==> src/rtl/tsb_pkg.sv <==
// Shared constants for the calendar snapshot bank.
// Assumes the counter byte order given in the brief (index 0 = hundredths).
package tsb_pkg;
    localparam int BYTE_W   = 8;
    localparam int SAVE_BIT = 7;

    // Used-bit mask of each counter byte; an unknown index is treated as fully used.
    function automatic logic [BYTE_W-1:0] used_mask(input int idx);
        case (idx)
            0:       return 8'hFF;
            1:       return 8'h7F;
            2:       return 8'h7F;
            3:       return 8'h9F;
            4:       return 8'h3F;
            5:       return 8'h1F;
            6:       return 8'hFF;
            7:       return 8'h07;
            8:       return 8'hFF;
            9:       return 8'h0F;
            default: return 8'hFF;
        endcase
    endfunction
endpackage

==> src/rtl/tsb_ctrl.sv <==
// Save-enable control register.
// Takes one bit of a control byte and ignores the rest; the bus decode lies outside.
module tsb_ctrl #(
    parameter int CTRL_W   = 8,
    parameter int SAVE_BIT = 7
) (
    input  logic              clk,
    input  logic              rst_n,
    input  logic              ctrl_we,
    input  logic [CTRL_W-1:0] ctrl_wdata,
    output logic              save_en
);
    logic unused_ctrl_bits;
    assign unused_ctrl_bits = ^ctrl_wdata;

    // Load the save-enable bit on a control write.
    always_ff @(posedge clk) begin
        if (!rst_n)       save_en <= 1'b0;
        else if (ctrl_we) save_en <= ctrl_wdata[SAVE_BIT];
    end
endmodule

==> src/rtl/tsb_cell.sv <==
// One byte of the snapshot bank.
// When tracking, the USED positions copy the live byte and the others stay
// open to host writes. When idle, the whole byte acts as RAM.
module tsb_cell #(
    parameter int             W    = 8,
    parameter logic [W-1:0]   USED = '1
) (
    input  logic         clk,
    input  logic         rst_n,
    input  logic         track,
    input  logic         wr,
    input  logic [W-1:0] wdata,
    input  logic [W-1:0] live,
    output logic [W-1:0] q
);
    logic [W-1:0] after_wr;
    logic [W-1:0] nxt;

    // Merge the host write; the counter-backed bits are protected while tracking.
    always_comb begin
        after_wr = q;
        if (wr) after_wr = track ? ((q & USED) | (wdata & ~USED)) : wdata;
    end

    // Overlay the live counter on the used positions while tracking.
    always_comb begin
        nxt = track ? ((after_wr & ~USED) | (live & USED)) : after_wr;
    end

    // Byte storage.
    always_ff @(posedge clk) begin
        if (!rst_n) q <= '0;
        else        q <= nxt;
    end
endmodule

==> src/rtl/tsb_rollflags.sv <==
// Sticky roll-over flags, cleared by a read.
// A set that arrives in the same cycle as a read wins.
module tsb_rollflags #(
    parameter int N = 6
) (
    input  logic         clk,
    input  logic         rst_n,
    input  logic [N-1:0] set,
    input  logic         rd,
    output logic [N-1:0] flags
);
    // Clear on read, then apply the new increments.
    always_ff @(posedge clk) begin
        if (!rst_n) flags <= '0;
        else        flags <= (flags & ~{N{rd}}) | set;
    end
endmodule

==> src/rtl/tsb_snapshot_bank.sv <==
// Calendar snapshot bank: a save-enable register, one tracking byte per
// counter, and clear-on-read roll-over flags.
// Assumes NUM_FLAG <= NUM_CNT and the counter byte order of tsb_pkg.
module tsb_snapshot_bank #(
    parameter int NUM_CNT  = 10,
    parameter int NUM_FLAG = 6,
    localparam int AW      = (NUM_CNT > 1) ? $clog2(NUM_CNT) + 1 : 1
) (
    input  logic                    clk,
    input  logic                    rst_n,
    input  logic [NUM_CNT*8-1:0]    cnt_flat,
    input  logic [NUM_FLAG-1:0]     cnt_inc,
    input  logic                    ctrl_we,
    input  logic [7:0]              ctrl_wdata,
    output logic                    save_en,
    input  logic                    bank_we,
    input  logic [AW-1:0]           bank_addr,
    input  logic [7:0]              bank_wdata,
    output logic [7:0]              bank_rdata,
    input  logic                    stat_re,
    output logic [NUM_FLAG-1:0]     stat_rdata
);
    import tsb_pkg::*;

    logic [NUM_CNT*8-1:0] bank_flat;

    tsb_ctrl #(.CTRL_W(8), .SAVE_BIT(SAVE_BIT)) ctrl_i (
        .clk        (clk),
        .rst_n      (rst_n),
        .ctrl_we    (ctrl_we),
        .ctrl_wdata (ctrl_wdata),
        .save_en    (save_en)
    );

    for (genvar g = 0; g < NUM_CNT; g++) begin : g_cell
        localparam logic [7:0] USED_M = used_mask(g);
        logic sel;
        assign sel = bank_we && (bank_addr == AW'(g));
        tsb_cell #(.W(8), .USED(USED_M)) cell_i (
            .clk   (clk),
            .rst_n (rst_n),
            .track (save_en),
            .wr    (sel),
            .wdata (bank_wdata),
            .live  (cnt_flat[g*8 +: 8]),
            .q     (bank_flat[g*8 +: 8])
        );
    end

    // Read mux; addresses past the last byte return zero.
    always_comb begin
        bank_rdata = '0;
        for (int i = 0; i < NUM_CNT; i++) begin
            if (bank_addr == AW'(i)) bank_rdata = bank_flat[i*8 +: 8];
        end
    end

    tsb_rollflags #(.N(NUM_FLAG)) flags_i (
        .clk   (clk),
        .rst_n (rst_n),
        .set   (cnt_inc),
        .rd    (stat_re),
        .flags (stat_rdata)
    );
endmodule

==> config.mk <==
export PLATFORM = sky130hd
export DESIGN_NAME = tsb_snapshot_bank
export DESIGN_NICKNAME = d
export VERILOG_FILES = /design/src/rtl/tsb_pkg.sv /design/src/rtl/tsb_ctrl.sv /design/src/rtl/tsb_cell.sv /design/src/rtl/tsb_rollflags.sv /design/src/rtl/tsb_snapshot_bank.sv
export SDC_FILE = /design/constraint.sdc
export NUM_CORES = 1
export LEC_CHECK = 0
export ABC_AREA = 0
export BUFFER_PORTS_ARGS = -buffer_cell sky130_fd_sc_hd__buf_2
export CAP_MARGIN = 10
export CORE_MARGIN = 1
export CORE_UTILIZATION = 50
export CTS_CLUSTER_SIZE = 30
export DETAILED_ROUTE_END_ITERATION = 10
export PLACE_DENSITY = 0.77
export SYNTH_ARGS = -nofsm -noshare
export SYNTH_HDL_FRONTEND = slang
export SYNTH_SLANG_ARGS = --single-unit
export TNS_END_PERCENT = 1
==> constraint.sdc <==
create_clock -name clk -period 2.6 [get_ports clk]
set_input_delay 0.39 -clock clk [delete_from_list [all_inputs] [get_ports clk]]
set_output_delay 0.39 -clock clk [all_outputs]
set_load 0.02 [all_outputs]
==> impl_metrics.py, run 1 <==
metrics = {
    "outcome": {
        "status": "finished, violations left",
        "violations": "DRC",
    },
    "power": {
        "power_mw": 2.955,
        "leakage_nw": 2.450,
        "ir_drop_mv": 0.2640,
        "p_per_area_nw_per_um2": 550.0,
    },
    "setup_path": {
        "worstPathMaxFanout": 18,
        "path_buf_inv": 2,
        "cp_common_cell": "buf_2",
        "cpLargestDelayFamily": "simple AND/OR/NAND/NOR gates",
        "worstReg2RegStart": "ctrl_i.save_en",
        "crit_path_end_kind": "output pin",
        "required_ps": 2210,
        "crit_chain": "buf_2 > nand4bb_1 > nor2_1 > a222oi_1 > o22ai_1 > buf_2",
        "worst_setup_path_start_kind": "input pin",
        "crit_arrival_ps": 2030,
        "slowest_stage": "nor2_1",
        "path_class": "input pin to output pin",
        "r2r_end": "g_cell[2].cell_i.q[4]",
        "r2r_slack_ps": 1200,
        "reg2reg_depth": 4,
        "slowest_delay_ps": 420,
    },
    "clock_tree": {
        "post_cts_resized": 0,
        "htree_levels": 3,
        "clock_sinks": 87,
        "numCtsBuffers": 9,
        "clk_latency_ps": 360,
        "cts.clk_slew.worst_paths_ps": 90,
        "post_cts_buffers": 0,
        "cts_buffer_depth": 2,
        "cts_tree": "yes",
        "cts_hold_buf": 0,
        "cts_root_buffer": "clkbuf_8",
    },
    "sta": {
        "period_needed_ps": 2421,
        "clock-skew-final_ps": 7.584,
        "tightest_slew_ps": 553.9,
        "finalCritPeriodShare_pct": 93.11,
        "hold_ws_ps": 231.2,
        "totalNegativeSetupSlack_ps": 0,
        "drv_slew": 0,
        "slew_headroom_pct": 63.00,
        "final_hold_viol_count": 0,
        "rsz0062_at_grt": "false",
        "finalSetupViolations": 0,
        "fmax_mhz": 413.1,
    },
    "yosys": {
        "synth_edf_count": 0,
        "synth_warnings": 0,
        "async_flop_share_pct": 0,
        "ys_seq_area_share_pct": 38.02,
        "synth_cells": 533,
        "ys_ff_latch": 87,
        "syn_nets": 645,
        "syn_avg_cell_area_um2": 8.594,
        "synth_flop_cell": "dfxtp_1",
        "netlist_area_um2": 4581,
        "yosys.cell_types.count": 48,
    },
    "floorplan": {
        "start_util_pct": 52.02,
        "rows": 34,
        "dieArea_um2": 9548,
        "core_um2": 8806,
        "die_x_um": 97.72,
        "boundaryPins": 127,
        "die_y_um": 97.72,
    },
    "global_route": {
        "grt_pass1_vias": 4189,
        "grt.total_usage_pct": 27.81,
        "antenna_found_initial": 0,
        "grt_max_degree": 105,
        "grt_pass1_wl_um": 20860,
        "overflow": 0,
    },
    "hold_path": {
        "hold_path.class": "input pin to flip-flop",
        "holdPathStages": 2,
        "hp-start": "cnt_inc[3]",
        "hold_path_end": "flags_i.flags[3]",
    },
    "cells_and_area": {
        "layout.nets": 725,
        "antenna_cells": 0,
        "final_area_um2": 5373,
        "layout-drive-gt1-share_pct": 23.95,
        "areaGrowthSynthToFinish_pct": 17.29,
        "fin_util_pct": 61.01,
        "num-fill-cells": 784,
    },
    "place": {
        "hpwl_um": 9160,
        "port_buffers": 101,
        "place.gp.congestion": 0.8706,
        "place_area_um2": 5167,
    },
    "job": {
        "cap_violations": 0,
    },
    "routing": {
        "wl_per_cell_um": 18.02,
        "drc": 8,
        "wl_um": 13090,
        "dr.pass1.iters": 8,
        "vias": 4364,
        "met1Wirelength_um": 5683,
        "wl_met3_um": 752,
        "wl_met2_um": 6176,
        "vias_per_cell": 6.011,
        "initialDrtViolationCount": 280,
        "dr.max_layer_used": "met4",
        "ant_nets": 0,
    },
}
## stage by stage
| step | std cells | setup WS [ps] |
|---|---|---|
| finish | 726 | 179.2 |
| global route | 726 | 52.13 |
| CTS | 726 | 250.4 |
| detailed placement | 710 | 251.8 |
| global placement | 710 | 261.1 |
| floorplan | 533 | 609.9 |
## power by group
group	switching, mW	internal [mW]
Combinational	0.274	0.201
Sequential	0.0462	1.41
Clock	0.484	0.540
Total	0.804	2.15
## synth_stat cells, types with 6 or more instances
cell type	count	area, um^2
nand3_1	25	125.1
clkbuf_1	32	120.1
a21o_1	6	45.04
nand2b_1	10	62.56
o211a_1	9	90.09
nor2b_1	19	118.9
a222oi_1	6	60.06
a211oi_1	7	52.55
nor2_1	44	165.2
a311oi_1	20	175.2
mux2i_1	60	600.6
a21oi_1	37	185.2
buf_2	12	60.06
o21ai_0	33	165.2
inv_1	16	60.06
o221ai_1	8	70.07
nand2_1	41	153.9
dfxtp_1	87	1742
## routing by layer
layer | vias up | GRT usage, %
li1 | 2107 | -
met3 | 32 | 4.604
met4 | 0 | 14.22
met5 | - | 0
met2 | 165 | 45.44
met1 | 2060 | 35.50
## area by class of cell
type	instances	area (um^2)	share of cell area, %
well taps	108	135.1	2.515
clock buffers	12	135.1	2.515
flip-flops and latches	87	1742	32.42
inverters	17	63.81	1.188
clock inverters	4	70.07	1.304
multi-input cells	380	2569	47.81
repair buffers	118	658.1	12.25
## logic make-up (layout without fill, tap and decap cells)
| kind of cell | Yosys count | after routing | synth area share [%] |
|---|---|---|---|
| DFF | 87 | 87 | 38.02 |
| AOI/OAI and AO/OA | 156 | 156 | 23.57 |
| and+or+nand+nor | 160 | 160 | 17.92 |
| buffers and inverters | 66 | 151 | 5.900 |
| muxes | 64 | 64 | 14.59 |
## placed cells by master (no fill, tap or decap), types with 7 or more instances in the layout
cell type	count
buf_2	101
dfxtp_1	87
mux2i_1	60
nor2_1	44
nand2_1	41
a21oi_1	37
o21ai_0	33
nand3_1	25
a311oi_1	20
nor2b_1	19
inv_1	15
buf_4	15
nand2b_1	10
o211a_1	9
clkbuf_8	9
o221ai_1	8
a211oi_1	7
## worst max-delay path by stage
stage	from	to	slack, ps	cells after the start
global route	bank_addr[0]	bank_rdata[7]	50	6
CTS	bank_addr[0]	bank_rdata[0]	250	6
floorplan	bank_addr[4]	bank_rdata[0]	610	5
detailed placement	bank_addr[0]	bank_rdata[0]	250	6
global placement	bank_addr[0]	bank_rdata[0]	260	6
finish	bank_addr[0]	bank_rdata[0]	180	6
Power figures use the tool's default switching activity.
==> inputs of run 2 (changes only) <==
--- a/config.mk
+++ b/config.mk
@@ -8,6 +8,7 @@
 export ABC_AREA = 0
 export BUFFER_PORTS_ARGS = -buffer_cell sky130_fd_sc_hd__buf_2
 export CAP_MARGIN = 10
+export CORE_ASPECT_RATIO = 1.75
 export CORE_MARGIN = 1
 export CORE_UTILIZATION = 50
 export CTS_CLUSTER_SIZE = 30
==> impl_metrics.py, run 2 (synthesized netlist as in run 1, its figures left out) <==
metrics = {
    "outcome": {
        "status": "finished clean",
    },
    "cells_and_area": {
        "final_cell_mix": "buf_2, dfxtp_1, mux2i_1",
        "layout.nets": 724,
        "layout-drive-gt1-share_pct": 24.15,
        "antenna_cells": 0,
        "finalNonFillerCells": 734,
        "areaGrowthSynthToFinish_pct": 20.24,
        "layout_commonest_cell": "buf_2",
    },
    "setup_path": {
        "crit_path_end_kind": "output pin",
        "worstSetupStartpoint": "bank_addr[1]",
        "crit_arrival_ps": 1990,
        "path_buf_inv": 3,
        "crit_end": "bank_rdata[6]",
        "slowest_stage": "a221oi_1",
        "worst_setup_path_start_kind": "input pin",
        "cp.depth": 7,
        "worstReg2RegStart": "ctrl_i.save_en",
        "cpLargestDelayFamily": "compound AO/OA/AOI/OAI gates",
        "reg2reg_depth": 4,
        "r2r_end": "g_cell[2].cell_i.q[1]",
        "slowest_delay_ps": 440,
        "crit_chain": "buf_2 > buf_4 > nor2b_1 > a221oi_1 > a21boi_1 > a21oi_1 > buf_2",
        "r2r_slack_ps": 1120,
        "required_ps": 2210,
        "worstPathMaxFanout": 22,
        "cp_common_cell": "buf_2",
        "path_class": "input pin to output pin",
    },
    "power": {
        "leakage_nw": 2.502,
        "combPwrFrac_pct": 13.4,
        "clockPowerShare_pct": 44.9,
        "p_per_area_nw_per_um2": 636.3,
        "sw_frac_of_total_pct": 24.65,
        "seq_power_share_pct": 41.7,
        "ir_drop_mv": 0.4345,
        "p_int_mw": 2.641,
        "p_sw_uw": 863.7,
    },
    "clock_tree": {
        "cts_root_buffer": "clkbuf_16",
        "post_cts_buffers": 0,
        "post_cts_resized": 0,
        "clock_sinks": 87,
        "clk_latency_ps": 350,
        "cts_hold_buf": 0,
        "cts_buffer_depth": 2,
        "numCtsBuffers": 9,
        "htree_levels": 3,
        "cts.clk_slew.worst_paths_ps": 60,
        "cts_tree": "yes",
    },
    "sta": {
        "rsz0062_at_grt": "false",
        "period_needed_ps": 2376,
        "slew_headroom_pct": 65.35,
        "fmax_mhz": 420.9,
        "clock-skew-final_ps": 6.003,
        "drv_slew": 0,
        "tightest_slew_ps": 519.8,
        "finalSetupViolations": 0,
        "final_hold_viol_count": 0,
        "finalCritPeriodShare_pct": 91.38,
        "totalNegativeSetupSlack_ps": 0,
    },
    "global_route": {
        "overflow": 0,
        "grt_max_degree": 56,
        "antenna_found_initial": 0,
        "grt.total_usage_pct": 29.86,
        "grt_pass1_wl_um": 21340,
        "grt_pass1_vias": 4316,
    },
    "routing": {
        "initialDrtViolationCount": 410,
        "wl_per_cell_um": 18.50,
        "vias_per_cell": 5.965,
        "wl_um": 13580,
        "vias": 4378,
        "ant_nets": 0,
        "drc": 0,
        "dr.pass1.iters": 5,
    },
    "place": {
        "hpwl_um": 9694,
        "place.gp.congestion": 0.9494,
        "port_buffers": 101,
        "dp.cells": 718,
    },
    "floorplan": {
        "boundaryPins": 127,
        "rows": 45,
        "die_x_um": 74.36,
        "die_y_um": 128.6,
        "start_util_pct": 52.15,
        "dieArea_um2": 9564,
        "core_um2": 8783,
    },
    "job": {
        "cap_violations": 0,
    },
    "hold_path": {
        "hp-start": "cnt_inc[1]",
        "hold_path.class": "input pin to flip-flop",
    },
}
run 2: power groups by stage:
stage	registers, mW	clock network [mW]	logic [mW]
floorplan	1.48	0	0.295
CTS	1.46	1.58	0.465
global placement	1.49	0	0.450
finish	1.46	1.57	0.468
detailed placement	1.49	0	0.462
global route	1.47	1.63	0.509
run 2: through the flow:
step	utilization (%)	area [um^2]	hold slack (ps)	power (mW)	worst slack, ps
after floorplan	-	4581	436.3	1.774	609.9
after global placement	58.59	5146	446.9	1.936	327.6
after detailed placement	58.59	5146	460.9	1.950	290.6
after CTS	62.71	5508	245.5	3.504	247.0
final	62.71	5508	249.8	3.505	224.2
after global routing	62.71	5508	260.6	3.606	164.9
run 2: how the worst min path moves through the flow:
stage / end / depth (start not counted)
floorplan: flip-flop / 2
global placement: flip-flop / 2
detailed placement: flip-flop / 2
CTS: flags_i.flags[1] / 2
global route: flags_i.flags[0] / 2
finish: flags_i.flags[1] / 2
run 2: worst reg2reg max path, delay by kind of cell (launching register included):
family	cells	cell delay, ps
AO/OA/AOI/OAI	1	280
flip-flops	1	400
AND/OR/NAND/NOR	1	180
buffers and inverters	2	520
run 2: final cells by class:
class                      count  area, um^2
clock buffer                  10       229.0
tap                          117       146.4
multi-input combinational    380        2569
timing repair buffer         117       625.6
clock inverter                 6       132.6
fill                         773        3276
sequential                    87        1742
inverter                      17       63.81
run 2: layer usage:
layer	global-route usage [%]	up-vias	wire (um)
li1	-	2102	-
met1	34.22	2031	5121
met2	48.77	186	6844
met3	4.464	59	717
met4	22.75	0	894
met5	0	-	0
